## src/rtl/nvbit_pkg.sv

```systemverilog
package nvbit_pkg;
    typedef enum logic [1:0] {
        ST_IDLE    = 2'd0,
        ST_OPEN    = 2'd1,
        ST_PROG_WR = 2'd2,
        ST_PROG_ER = 2'd3
    } nv_state_t;
endpackage

```

## src/rtl/nvbit_timer.sv

```systemverilog
module nvbit_timer #(
    parameter int unsigned PROG_CYCLES = 2500000
) (
    input  logic clk,
    input  logic rst_n,
    input  logic start,
    output logic expire
);
    localparam int unsigned CW = $clog2(PROG_CYCLES + 1);
    localparam logic [CW-1:0] LOAD = CW'(PROG_CYCLES - 1);

    logic [CW-1:0] cnt_q;
    logic          run_q;

    always_ff @(posedge clk) begin
        if (!rst_n) begin
            cnt_q <= '0;
            run_q <= 1'b0;
        end else if (start && !run_q) begin
            cnt_q <= LOAD;
            run_q <= 1'b1;
        end else if (run_q) begin
            if (cnt_q == '0) run_q <= 1'b0;
            else             cnt_q <= cnt_q - 1'b1;
        end
    end

    assign expire = run_q && (cnt_q == '0);

    // lockout counter never exceeds its load value
    assert_timer_bound_R5: assert property (@(posedge clk) disable iff (!rst_n)
        cnt_q <= LOAD);
endmodule

```

## src/rtl/nvbit_wear.sv

```systemverilog
module nvbit_wear #(
    parameter int unsigned ERASE_LIMIT = 100
) (
    input  logic clk,
    input  logic rst_n,
    input  logic erase_done,
    output logic at_limit
);
    localparam int unsigned WW = $clog2(ERASE_LIMIT + 1);
    localparam logic [WW-1:0] LIM = WW'(ERASE_LIMIT);

    logic [WW-1:0] used_q;

    always_ff @(posedge clk) begin
        if (!rst_n)                      used_q <= '0;
        else if (erase_done && !at_limit) used_q <= used_q + 1'b1;
    end

    assign at_limit = (used_q >= LIM);

    // erase count is capped by the endurance limit
    assert_wear_cap_R6: assert property (@(posedge clk) disable iff (!rst_n)
        used_q <= LIM);
endmodule

```

## src/rtl/nvbit_bank.sv

```systemverilog
module nvbit_bank #(
    parameter int unsigned ADDR_W = 7
) (
    input  logic                     clk,
    input  logic                     rst_n,
    input  logic                     clr,
    input  logic                     set,
    input  logic [ADDR_W-1:0]        addr,
    input  logic                     rd_en,
    output logic [(1<<ADDR_W)-1:0]   bits,
    output logic                     rd_bit
);
    localparam int unsigned NBITS = 1 << ADDR_W;

    for (genvar i = 0; i < NBITS; i++) begin : g_cell
        always_ff @(posedge clk) begin
            if (!rst_n)                              bits[i] <= 1'b0;
            else if (clr)                            bits[i] <= 1'b0;
            else if (set && (addr == ADDR_W'(i)))    bits[i] <= 1'b1;
        end
    end

    always_ff @(posedge clk) begin
        if (!rst_n)     rd_bit <= 1'b0;
        else if (rd_en) rd_bit <= bits[addr];
    end

    // an erase leaves every cell at 0
    assert_erase_clears_R2: assert property (@(posedge clk) disable iff (!rst_n)
        clr |=> (bits == '0));
endmodule

```

## src/rtl/nvbit_ctrl.sv

```systemverilog
module nvbit_ctrl
    import nvbit_pkg::*;
#(
    parameter int unsigned ADDR_W      = 7,
    parameter int unsigned DATA_W      = 12,
    parameter int unsigned PROG_CYCLES = 2500000,
    parameter int unsigned ERASE_LIMIT = 100
) (
    input  logic                   clk,
    input  logic                   rst_n,
    input  logic                   erase_req,
    input  logic                   write_req,
    input  logic                   read_req,
    input  logic                   endw_req,
    input  logic [DATA_W-1:0]      data_in,
    input  logic                   we,
    input  logic                   cs,
    output logic                   busy,
    output logic                   rd_data,
    output logic                   err,
    output logic [(1<<ADDR_W)-1:0] array_out
);
    localparam int unsigned NBITS = 1 << ADDR_W;

    nv_state_t         state_q, state_d;
    logic              idle_ok, gate_ok, any_req, prog_done, at_limit;
    logic              do_erase, do_write, do_read, do_close, err_hit;
    logic [ADDR_W-1:0] addr;
    logic              unused_hi;

    assign addr      = data_in[ADDR_W-1:0];
    assign unused_hi = ^data_in[DATA_W-1:ADDR_W];

    // request decode with priority erase > write > read > end-write
    always_comb begin
        idle_ok  = (state_q == ST_IDLE) || (state_q == ST_OPEN);
        gate_ok  = we && cs;
        any_req  = erase_req || write_req || read_req || endw_req;
        do_erase = idle_ok && erase_req && gate_ok && !at_limit;
        do_write = idle_ok && !erase_req && write_req && gate_ok;
        do_read  = idle_ok && !erase_req && !write_req && read_req;
        do_close = idle_ok && !erase_req && !write_req && !read_req && endw_req;
        err_hit  = (!idle_ok && any_req) ||
                   (idle_ok && erase_req && gate_ok && at_limit);
    end

    // next state
    always_comb begin
        state_d = state_q;
        unique case (state_q)
            ST_IDLE, ST_OPEN: begin
                if (do_erase)      state_d = ST_PROG_ER;
                else if (do_write) state_d = ST_PROG_WR;
                else if (do_close) state_d = ST_IDLE;
            end
            ST_PROG_WR: if (prog_done) state_d = ST_OPEN;
            ST_PROG_ER: if (prog_done) state_d = ST_IDLE;
        endcase
    end

    // state register
    always_ff @(posedge clk) begin
        if (!rst_n) state_q <= ST_IDLE;
        else        state_q <= state_d;
    end

    // outputs
    always_comb begin
        busy = (state_q == ST_PROG_WR) || (state_q == ST_PROG_ER);
    end

    always_ff @(posedge clk) begin
        if (!rst_n)       err <= 1'b0;
        else if (err_hit) err <= 1'b1;
    end

    nvbit_timer #(.PROG_CYCLES(PROG_CYCLES)) u_timer (
        .clk(clk), .rst_n(rst_n), .start(do_erase || do_write), .expire(prog_done)
    );

    nvbit_wear #(.ERASE_LIMIT(ERASE_LIMIT)) u_wear (
        .clk(clk), .rst_n(rst_n), .erase_done(do_erase), .at_limit(at_limit)
    );

    nvbit_bank #(.ADDR_W(ADDR_W)) u_bank (
        .clk(clk), .rst_n(rst_n), .clr(do_erase), .set(do_write), .addr(addr),
        .rd_en(do_read), .bits(array_out), .rd_bit(rd_data)
    );

    // array frozen during lockout
    assert_frozen_when_busy_R8: assert property (@(posedge clk) disable iff (!rst_n)
        busy |=> $stable(array_out));

    // gate low: no array change
    assert_gate_blocks_R4: assert property (@(posedge clk) disable iff (!rst_n)
        !(we && cs) |=> $stable(array_out));

    // accepted program request starts the lockout
    assert_accept_starts_busy_R5: assert property (@(posedge clk) disable iff (!rst_n)
        (!busy && (write_req || erase_req) && we && cs && !(erase_req && at_limit)) |=> busy);

    // read costs no lockout
    assert_read_no_busy_R7: assert property (@(posedge clk) disable iff (!rst_n)
        (!busy && read_req && !erase_req && !write_req) |=> !busy);

    // error flag is sticky
    assert_err_sticky_R8: assert property (@(posedge clk) disable iff (!rst_n)
        err |=> err);

    // array width matches address space
    initial assert_width_R3: assert ($bits(array_out) == NBITS);
endmodule

```

## config.mk

```make
export PLATFORM = sky130hd
export DESIGN_NAME = nvbit_ctrl
export DESIGN_NICKNAME = d
export VERILOG_FILES = /design/src/rtl/nvbit_pkg.sv /design/src/rtl/nvbit_timer.sv /design/src/rtl/nvbit_wear.sv /design/src/rtl/nvbit_bank.sv /design/src/rtl/nvbit_ctrl.sv
export SDC_FILE = /design/constraint.sdc
export NUM_CORES = 1
export LEC_CHECK = 0
export BUFFER_PORTS_ARGS = -buffer_cell sky130_fd_sc_hd__buf_2
export CAP_MARGIN = 20
export CORE_MARGIN = 2
export CORE_UTILIZATION = 48
export DETAILED_ROUTE_END_ITERATION = 10
export PLACE_DENSITY = 0.75
export SYNTH_ARGS = -nofsm -noshare
export SYNTH_HDL_FRONTEND = slang
export SYNTH_SLANG_ARGS = --single-unit
```

## constraint.sdc

```tcl
create_clock -name clk -period 2.5 [get_ports clk]
set_input_delay 0.5 -clock clk [delete_from_list [all_inputs] [get_ports clk]]
set_output_delay 0.5 -clock clk [all_outputs]
set_load 0.02 [all_outputs]
```

==> results.txt, run 1 <==
Minimum clock period -> 2395 ps
CP max-delay cell -> or4_4
Final core occ -> 0.6149
Worst slew margin -> 0.2534
GRT Resource Usage Total -> 0.2597
RSZ-0062 raised after global routing -> no
DRT antenna net count -> 0
Slew Limit Fails -> 0
Sequential share of the synthesized area -> 0.4841
Clock buffer depth -> 2
Die height -> 121.8 um
Multi-input logic area -> 3253 um^2
CP top delay family -> simple AND/OR/NAND/NOR gates
Via count -> 6228
1st-pass router iterations -> 5
Wire per inst -> 17.95 um
Share of cells above drive strength 1 -> 0.2867
Hold Path Class -> in -> reg
Largest net degree at the start of global routing -> 65
Yosys cell types -> 52
Proportion of synthesized area in mux cells -> 0.1171
Post-CTS Setup Bufs -> 0
Site row count -> 43
Avg Vias per Cell -> 5.767
Antenna violations before repair -> 0
Max VDD drop -> 0.0006969 V
Synth top area cells -> dfxtp_1 48%, mux4_2 10%, a21oi_1 10%
Post-synth EDFFs -> 0
Post-synthesis compound-gate area fraction -> 0.1464
Worst-margin pin slew -> 1116 ps
Asr flop ratio synth -> 0
Ys flop type -> dfxtp_1
Fmax -> 0.4175 GHz
Post-Synthesis Cells -> 729
Final setup vio count -> 0
Register Area -> 3223 um^2
Crit-path cells -> or4_4 -> or3_1 -> or3_4 -> and2_4 -> o311a_1
Fin. Hold Viols -> 0
Top cell type's share of synthesized area -> 0.4841
Flop-to-flop setup slack -> 100 ps
Worst skew pair latency -> 420 ps
Max-cap violations -> 0
Status -> finished clean
Clock Skew -> 10.85 ps
I/O Pins -> 151
Die footprint -> 14830 um^2
Xor and xnor area share after synthesis -> 0.02894
Synth-to-Final Area Change -> 26.71%
CTS root buf -> clkbuf_16
Mean Syn Cell Area -> 9.133 um^2
Buf/Inv on CP -> 0
Mapped Area -> 6658 um^2
CP max FO -> 6
Layout net count -> 910
WP data arrival -> 2700 ps
CTS HTree Levels -> 4
Port Buffers -> 145
Placed cells -> 1047
LEAKAGE -> 3.581 nW
Required time of the critical path -> 2810 ps
HPWL Detailed -> 13520 um
Finished Layout Cells -> 1080
GR Overflow Total -> 0
CTS tree -> yes
# DRC -> 0
CP startpoint kind -> flip-flop
PwrDens -> 700.9 nW/um^2
Largest family of logic cells by synthesized area -> simple AND/OR/NAND/NOR gates
CTS Buf Count -> 17
Period utilisation layout -> 0.9582
Adder-cell share of the synthesized area -> 0.005638
CTS Sinks -> 161
Die width -> 121.8 um
Synth Warn # -> 0
Worst-path clk slew -> 70 ps
Setup TNS -> 0 ps
Setup crit end kind -> flip-flop
Simple-gate share of the synthesized area -> 0.1866
Routability cong. -> 0.9066
Vias in the first global route -> 5726
CP peak stage delay -> 560 ps
Mapped Nets -> 752
N_diodes -> 0
Critical path type -> reg -> reg
Synth area leader -> dfxtp_1
Fillers -> 1170
First-pass GRT wire length -> 29730 um
Routed WL -> 19380 um
Initial DRC Count -> 514
Yosys reg bits -> 161
Initial core utilization -> 0.4853
Placeable core region -> 13720 um^2
worst paths after layout:
| check | startpoint | end | cells past startpoint |
|---|---|---|---|
| setup / recovery | u_timer.cnt_q[4] | u_timer.cnt_q[1] | 5 |
| hold / removal | rst_n | u_timer.cnt_q[2] | 2 |
| setup reg to reg | u_timer.cnt_q[4] | u_timer.cnt_q[1] | 5 |
| hold reg to reg | u_wear.used_q[6] | u_wear.used_q[6] | 2 |
cells in the mapped netlist, types with 2 or more instances:
cell and n:
and3_1 3, buf_2 4, nand2b_1 7, mux2i_1 7, nor2b_1 10, a31oi_1 8, nor3b_1 2, inv_1 8
a22oi_1 7, nand3b_1 3, nand2_1 13, o21ai_0 6, or3_1 6, ha_1 3, buf_1 3, clkbuf_1 38
o31ai_2 2, a21oi_1 134, o21a_1 2, nor3_1 27, xor2_1 6, mux4_2 31, o2111ai_1 2, a41oi_1 2
and2_1 2, or4_1 2, nor4_1 4, dfxtp_1 161, nand3_1 5, a311oi_1 2, nor2_1 178, nand4_1 6
xnor2_1 16
worst register-to-register path, stage by stage, from the launching register on:
cell,delay [ps]
dfxtp_1,350
or4_4,560
or3_1,500
or3_4,430
and2_4,170
o311a_1,270
sequential cells by signal, summed over array words and instances, names as in the netlist:
register / count
u_bank.bits: 128
u_timer.cnt_q: 22
u_wear.used_q: 7
err: 1
state_q: 1
u_bank.rd_bit: 1
u_timer.run_q: 1
timing repair:
item,4_1_cts,5_1_grt
endpoints found under the hold margin,0,0
setup endpoints to repair,0,1
resized for setup,0,1
hold buffers,0,0
power by group:
| part | internal (mW) | switching [mW] |
|---|---|---|
| clock network | 1.64 | 1.14 |
| logic | 0.184 | 0.311 |
| registers | 2.60 | 0.0345 |
| total | 4.43 | 1.49 |
metal layers:
metal,GRT usage,routed length (um),share of wire,vias to the layer above
li1,-,-,-,2887
met1,0.3461,8150,0.42,3011
met2,0.4092,9054,0.47,286
met3,0.06788,1655,0.085,44
met4,0.09411,522,0.027,0
met5,0,0,0,-
cell usage in the layout, fill, tap and decap left out, types with 5 or more instances in the layout:
cell         n
nor2_1     178
dfxtp_1    161
buf_2      145
a21oi_1    134
buf_4       35
mux4_2      31
nor3_1      26
clkbuf_16   17
xnor2_1     16
nand2_1     12
nor2b_1     10
inv_1        8
a31oi_1      8
nand2b_1     7
a22oi_1      7
mux2i_1      7
nand4_1      6
o21ai_0      6
or3_1        6
xor2_1       6
nand3_1      5
cell families (layout without fill, tap and decap cells):
family	after synthesis	after routing
AO/OA/AOI/OAI	174	174
adder cells (fa/ha/maj)	3	3
multiplexers	39	39
XOR/XNOR	22	22
buffers and inverters	54	225
flip-flops	161	161
AND/OR/NAND/NOR	276	276
metrics by stage:
step	area [um^2]	hold slack [ps]	worst slack, ps	power (mW)
2_1_floorplan	6658	434.3	169.1	3.042
3_3_place_gp	7787	443.4	90.49	3.169
5_1_grt	8436	421.0	32.54	6.090
6_report	8436	418.9	104.6	5.912
4_1_cts	8419	407.2	125.6	5.912
3_5_place_dp	7787	462.7	100.1	3.175
final cells by class:
| type | count | share of cell area |
|---|---|---|
| Multi-Input combinational cell | 514 | 0.3856 |
| Timing Repair Buffer | 184 | 0.1267 |
| Clock inverter | 14 | 0.02284 |
| Sequential cell | 161 | 0.3821 |
| Inverter | 9 | 0.004005 |
| Clock buffer | 18 | 0.05206 |
| Tap cell | 180 | 0.02670 |
Note: power is estimated with default switching activity, not from simulation.
==> run 2: changes to the inputs <==
--- a/config.mk
+++ b/config.mk
@@ -5,12 +5,13 @@
 export SDC_FILE = /design/constraint.sdc
 export NUM_CORES = 1
 export LEC_CHECK = 0
+export ABC_AREA = 1
 export BUFFER_PORTS_ARGS = -buffer_cell sky130_fd_sc_hd__buf_2
 export CAP_MARGIN = 20
 export CORE_MARGIN = 2
 export CORE_UTILIZATION = 48
 export DETAILED_ROUTE_END_ITERATION = 10
-export PLACE_DENSITY = 0.75
+export PLACE_DENSITY = 0.74
 export SYNTH_ARGS = -nofsm -noshare
 export SYNTH_HDL_FRONTEND = slang
 export SYNTH_SLANG_ARGS = --single-unit
==> run 2 against run 1 <==
Effect of this change:
- cell count up 41%
- clock skew fell by 2.1 ps
- setup slack gained 170 ps
- fmax grew 7.8%
- combinational power is 42% higher
- first-iteration DRC count grew 70%
- die area is 13% higher
- critical path type unchanged
- critical endpoint is now u_timer.cnt_q[18]
- largest power group is now registers
- highest routed layer unchanged
==> results.txt, run 2 <==
Post-Synthesis Cells -> 1131 (+55%)
RR Startpoint -> u_timer.cnt_q[0]
Largest family of logic cells by synthesized area -> simple AND/OR/NAND/NOR gates
Placed cells -> 1486 (+42%)
Clock Skew -> 8.796 ps (-2.051 ps)
Worst skew pair latency -> 430 ps (about the same)
Mapped Area -> 7527 um^2 (+13%)
Synth top area cells -> dfxtp_1 43%, nand2_1 16%, a21oi_1 8.6%
Avg Vias per Cell -> 5.329 (-7.6%)
Pre-CTS WS -> 203.8 ps (+103.8 ps)
Status -> finished clean
Vias in the first global route -> 7007 (+22%)
Most common cell after layout, fill and taps aside -> nand2_1
Fin. Hold Viols -> 0 (unchanged)
Proportion of synthesized area in mux cells -> 0 (-0.1171)
Routability cong. -> 0.9337 (+3.0%)
Setup crit end kind -> flip-flop
Die footprint -> 16700 um^2 (+13%)
Finished Layout Cells -> 1518 (+41%)
Most frequent cells in the layout -> 310 x nand2_1, 161 x dfxtp_1, 148 x nor2_1
Initial core utilization -> 0.4933 (+0.008046)
Final instance area -> 9234 um^2 (+9.5%)
CP max FO -> 12 (+6)
Routed WL -> 24120 um (+24%)
1st-pass router iterations -> 5 (unchanged)
Simple-gate share of the synthesized area -> 0.3078 (+0.1212)
Post-CTS Setup Bufs -> 0 (unchanged)
CP startpoint kind -> flip-flop
CTS root buf -> clkbuf_16
CTS Buf Count -> 17 (unchanged)
Worst slew margin -> 0.6309 (+0.3775)
DRT antenna net count -> 0 (unchanged)
GRT Resource Usage Total -> 0.2901 (+0.03040)
Port Buffers -> 145 (unchanged)
Max VDD drop -> 0.0004754 V (-32%)
Final worst slack -> 277.3 ps (+172.7 ps)
Placed inst area -> 8670 um^2 (+11%)
Hold Path Class -> in -> reg
Clock buffer depth -> 2 (unchanged)
Mapped Nets -> 1154 (+53%)
RSZ-0062 raised after global routing -> no
Tot Pwr -> 5.885 mW (-0.46%)
Wire per inst -> 15.89 um (-11%)
I/O Pins -> 151 (unchanged)
Slew Limit Fails -> 0 (unchanged)
CTS Sinks -> 161 (unchanged)
Top cell type's share of synthesized area -> 0.4282 (-0.05593)
Sequential share of the synthesized area -> 0.4282 (-0.05593)
Worst-path clk slew -> 60 ps (about the same)
Xor and xnor area share after synthesis -> 0.003491 (-0.02545)
Post-synthesis compound-gate area fraction -> 0.1506 (+0.004197)
Fillers -> 1464 (+25%)
Synth area leader -> dfxtp_1
Final setup vio count -> 0 (unchanged)
Minimum clock period -> 2223 ps (-172.7 ps)
Placeable core region -> 15260 um^2 (+11%)
Hold_sp -> read_req
First-pass GRT wire length -> 37440 um (+26%)
Period utilisation layout -> 0.8891 (-0.06909)
Most flop-heavy register -> u_bank.bits
Worst-margin pin slew -> 549.4 ps (-566.3 ps)
Antenna violations before repair -> 0 (unchanged)
Post-synth EDFFs -> 0 (unchanged)
Yosys reg bits -> 161 (unchanged)
GR Overflow Total -> 0 (unchanged)
Setup TNS -> 0 ps (unchanged)
Critical path type -> reg -> reg
HPWL Detailed -> 16890 um (+25%)
Layout net count -> 1317 (+45%)
Top Registers -> u_bank.bits x128, u_timer.cnt_q x22, u_wear.used_q x7
# DRC -> 0 (unchanged)
Mean Syn Cell Area -> 6.655 um^2 (-27%)
Fmax -> 0.4499 GHz (+7.8%)
Max reg flops -> 128 (unchanged)
Die width -> 129.2 um (+6.1%)
Ys flop type -> dfxtp_1
CTS tree -> yes
WP data arrival -> 2540 ps (-160 ps)
Max-cap violations -> 0 (unchanged)
Die height -> 129.2 um (+6.1%)
Adder-cell share of the synthesized area -> 0.004987 (-0.0006513)
CP startpoint -> u_timer.cnt_q[0]
Required time of the critical path -> 2820 ps (about the same)
Most common cell in the netlist -> nand2_1
Synth cell count leaders -> 311 x nand2_1, 161 x dfxtp_1, 148 x nor2_1
LEAKAGE -> 4.336 nW (+21%)
Hold_buf cts -> 0 (unchanged)
Site row count -> 45 (+4.7%)
Share of cells above drive strength 1 -> 0.1922 (-0.09448)
Asr flop ratio synth -> 0 (unchanged)
CTS HTree Levels -> 4 (unchanged)
Via count -> 8090 (+30%)
PwrDens -> 637.3 nW/um^2 (-9.1%)
Yosys cell types -> 35 (-33%)
Cts repair resizes -> 0 (unchanged)
Synth-to-Final Area Change -> 22.67%
Synth Warn # -> 0 (unchanged)
Largest net degree at the start of global routing -> 41 (-37%)
Initial DRC Count -> 876 (+70%)
[run 2: cell count changes after synthesis, moves of 20 or more]
cell and change:
buf_2 +28, nand3_1 +52, a31oi_1 +20, inv_1 +125, clkbuf_1 -28, nor2_1 -30, nand2_1 +298, mux4_2 -31
o21ai_0 +37
[run 2: logic make-up after synthesis]
kind of cell    after synthesis
simple gates                561
fa+ha+maj                     3
compound gates              214
flops                       161
buf+inv                     189
xor+xnor                      3
[run 2: area by class of cell]
type	instances	area [um^2]	area share
Tap cell	211	264.0	0.02859
Inverter	137	514.2	0.05569
Antenna cell	1	2.502	0.0002710
Sequential cell	161	3223	0.3491
Multi-Input combinational cell	781	3522	0.3814
Timing Repair Buffer	196	1146	0.1241
Clock buffer	22	454.2	0.04919
Clock inverter	9	107.6	0.01165
[run 2: worst paths after layout]
check | depth (start not counted) | slack, ps | endpoint
worst max-delay path | 13 | 280 | u_timer.cnt_q[18]
worst min-delay path | 4 | 450 | u_bank.rd_bit
worst max register to register | 13 | 280 | u_timer.cnt_q[18]
worst min register to register | 2 | 460 | u_bank.bits[73]
[run 2: metrics by stage]
| stage | util | hold WS [ps] |
|---|---|---|
| 6_report | 0.6052 | 448.2 |
| 5_1_grt | 0.6050 | 480.5 |
| 4_1_cts | 0.6050 | 435.4 |
| 3_5_place_dp | 0.5682 | 454.5 |
| 3_3_place_gp | 0.5682 | 454.4 |
| 2_1_floorplan | - | 452.1 |
[run 2: routing by layer]
metal,vias to the layer above,GRT usage,routed length [um]
met4,0,0.1068,673
met1,3673,0.4253,10620
met3,46,0.06111,2661
met2,448,0.4189,10170
met5,-,0,0
li1,3923,-,-
[run 2: report_power, final]
group | internal, mW | switching (mW) | leakage, nW | total [mW]
sequential | 2.61 | 0.0401 | 1.30 | 2.65
clock | 1.49 | 1.05 | 0.270 | 2.54
combinational | 0.202 | 0.499 | 2.77 | 0.701
[run 2: critical path: stages, from the launching register on]
cell     delay, ps
dfxtp_1        310
inv_1          140
ha_1           270
nand2_4         90
inv_1           70
nand3_2         80
nor2_1         150
nand2_2        120
nand2_2        240
inv_1          220
nand4_1        170
nor2_1          50
o21ai_0        150
inv_1           50
==> run 3: changes to the inputs <==
--- a/config.mk
+++ b/config.mk
@@ -5,13 +5,13 @@
 export SDC_FILE = /design/constraint.sdc
 export NUM_CORES = 1
 export LEC_CHECK = 0
-export ABC_AREA = 1
 export BUFFER_PORTS_ARGS = -buffer_cell sky130_fd_sc_hd__buf_2
 export CAP_MARGIN = 20
 export CORE_MARGIN = 2
 export CORE_UTILIZATION = 48
 export DETAILED_ROUTE_END_ITERATION = 10
-export PLACE_DENSITY = 0.74
+export PLACE_DENSITY = 0.75
+export RECOVER_POWER = 100
 export SYNTH_ARGS = -nofsm -noshare
 export SYNTH_HDL_FRONTEND = slang
 export SYNTH_SLANG_ARGS = --single-unit
==> run 3 against run 2 <==
Effect of this change:
- via count is 23% lower
- power is 0.16% higher
- wire length is 19% lower
- design area is 11% lower
- first-iteration DRC count is 40% lower
- register-to-register slack worse by 190 ps
- count of clock-buffer cells in the layout is 4 lower
- critical path depth is 8 lower
- cell count is 29% lower
- largest power group is now the clock network
==> results.txt, run 3 (synthesis gave the netlist of run 1 again) <==
Clock Skew -> 11.36 ps (+2.565 ps)
Pint -> 4.412 mW (+2.6%)
Worst-margin pin slew -> 1107 ps (+557.7 ps)
Top Registers -> u_bank.bits x128, u_timer.cnt_q x22, u_wear.used_q x7
Status -> finished clean
Placed inst area -> 7787 um^2 (-10%)
Via count -> 6223 (-23%)
Worst r2r path cells -> 5 (-8)
Fmax -> 0.4151 GHz (-7.7%)
RR Startpoint -> u_timer.cnt_q[4]
Tot Pwr -> 5.895 mW (+0.16%)
Placeable core region -> 13720 um^2 (-10%)
Layout net count -> 910 (-31%)
Slew Limit Fails -> 0 (unchanged)
Synth-to-Final Area Change -> 23.25%
Clk network pwr share -> 0.472 (+0.041)
Most common cell after layout, fill and taps aside -> nor2_1
P_sw -> 1.482 mW (-6.5%)
Hold path depth -> 2 (-2)
HPWL Detailed -> 13520 um (-20%)
CP max FO -> 6 (-6)
CTS Buf Count -> 17 (unchanged)
Critical path type -> reg -> reg
Min-Delay Endpoint -> u_timer.cnt_q[2]
Die height -> 121.8 um (-5.8%)
Crit-path cells -> or4_4 -> or3_1 -> or3_4 -> and2_1 -> o311a_1
CP top delay family -> simple AND/OR/NAND/NOR gates
# DRC -> 0 (unchanged)
Max VDD drop -> 0.0006974 V (+47%)
Initial DRC Count -> 529 (-40%)
CTS tree -> yes
Share of cells above drive strength 1 -> 0.1344 (-0.05775)
N_diodes -> 0 (-1)
Final instance area -> 8205 um^2 (-11%)
Reg power frac -> 0.448 (-0.002)
Sw Ratio -> 0.2515 (-0.01801)
Routed WL -> 19430 um (-19%)
Hold_sp -> rst_n
Post-CTS Setup Bufs -> 0 (unchanged)
Initial core utilization -> 0.4853 (-0.008046)
PwrDens -> 718.4 nW/um^2 (+13%)
Largest net degree at the start of global routing -> 65 (+59%)
CP max-delay cell -> or4_4
Die width -> 121.8 um (-5.8%)
Buf/Inv on CP -> 0 (-4)
CTS HTree Levels -> 4 (unchanged)
Port Buffers -> 145 (unchanged)
CP startpoint kind -> flip-flop
Site row count -> 43 (-4.4%)
Antenna violations before repair -> 0 (unchanged)
Vias in the first global route -> 5726 (-18%)
Worst-path clk slew -> 70 ps (about the same)
Most flop-heavy register -> u_bank.bits
Wire per inst -> 17.99 um (+13%)
Avg Vias per Cell -> 5.762 (+8.1%)
Most frequent cells in the layout -> 178 x nor2_1, 161 x dfxtp_1, 134 x a21oi_1, 134 x clkbuf_1
WP data arrival -> 2710 ps (+170 ps)
LEAKAGE -> 2.970 nW (-31%)
Routability cong. -> 0.9066 (-2.9%)
First-pass GRT wire length -> 29730 um (-21%)
Max reg flops -> 128 (unchanged)
Flop-to-flop setup slack -> 90 ps (-190 ps)
CTS root buf -> clkbuf_16
FF-to-FF End -> u_timer.cnt_q[1]
I/O Pins -> 151 (unchanged)
CTS Sinks -> 161 (unchanged)
Fillers -> 1253 (-14%)
Hold Path Class -> in -> reg
CP peak stage delay -> 560 ps (+250 ps)
Combinational fraction of design power -> 0.081 (-0.038)
RSZ-0062 raised after global routing -> no
Final setup vio count -> 0 (unchanged)
Cts repair resizes -> 0 (unchanged)
Period utilisation layout -> 0.9635 (+0.07444)
Max-cap violations -> 0 (unchanged)
Worst skew pair latency -> 420 ps (about the same)
Setup TNS -> 0 ps (unchanged)
DRT antenna net count -> 0 (unchanged)
Clock buffer depth -> 2 (unchanged)
Setup crit end kind -> flip-flop
Fin. Hold Viols -> 0 (unchanged)
Die footprint -> 14830 um^2 (-11%)
GRT Resource Usage Total -> 0.2597 (-0.03040)
Required time of the critical path -> 2800 ps (-20 ps)
Worst slew margin -> 0.2592 (-0.3717)
GR Overflow Total -> 0 (unchanged)
CP startpoint -> u_timer.cnt_q[4]
Hold_buf cts -> 0 (unchanged)
1st-pass router iterations -> 5 (unchanged)
Minimum clock period -> 2409 ps (+186.1 ps)
## run 3: changes by cell type in the layout (fill, tap and decap cells not counted), moves of 17 or more
cell      previous run  this run
nand3_1             57         5
a31oi_1             28         8
nand2_1            310        13
inv_1              133         8
clkbuf_1             4       134
buf_2              145        13
buf_4               48        31
nor2_1             148       178
mux4_2               0        31
o21ai_0             43         6
## run 3: worst max path at each step
stage / endpoint / cells after the start
2_1_floorplan: u_bank.rd_bit / 7
4_1_cts: u_timer.cnt_q[6] / 6
3_5_place_dp: u_bank.rd_bit / 7
5_1_grt: u_timer.cnt_q[1] / 5
3_3_place_gp: u_bank.rd_bit / 7
6_report: u_timer.cnt_q[1] / 5
## run 3: cell type report
class / instances / area (um^2) / area share
Clock inverter: 14 / 192.7 / 0.02348
Inverter: 9 / 33.78 / 0.004117
Tap cell: 180 / 225.2 / 0.02745
Sequential cell: 161 / 3223 / 0.3928
Clock buffer: 18 / 439.2 / 0.05352
Multi-Input combinational cell: 514 / 3238 / 0.3946
Timing Repair Buffer: 184 / 853.3 / 0.1040
## run 3: worst reg2reg max path: cells and delay by family (launching register included)
| kind | cells | cell delay [ps] |
|---|---|---|
| AO/OA/AOI/OAI | 1 | 280 |
| flip-flops | 1 | 350 |
| AND/OR/NAND/NOR | 4 | 1670 |
## run 3: routing by layer
layer | track usage | vias up | share of wire
met5 | 0 | - | 0
met2 | 0.4092 | 270 | 0.47
li1 | - | 2899 | -
met4 | 0.09411 | 0 | 0.023
met1 | 0.3461 | 3011 | 0.43
met3 | 0.06788 | 43 | 0.077
## run 3: stage by stage
| stage | utilization | cells | setup slack (ps) | hold slack (ps) |
|---|---|---|---|---|
| finish | 0.5981 | 1080 | 91.21 | 408.0 |
| global route | 0.5981 | 1080 | 17.35 | 404.5 |
| CTS | 0.6137 | 1079 | 125.6 | 407.2 |
| detailed placement | 0.5676 | 1047 | 100.1 | 462.7 |
| global placement | 0.5676 | 1047 | 90.49 | 443.4 |
| floorplan | - | 729 | 169.1 | 434.3 |
## run 3: power by group through the flow
stage                     combinational [mW]  sequential [mW]  clock, mW
after floorplan                        0.350             2.69          0
after global placement                 0.475             2.69          0
after detailed placement               0.480             2.70          0
after CTS                              0.483             2.64       2.79
after global routing                   0.518             2.64       2.91
final                                  0.476             2.64       2.78
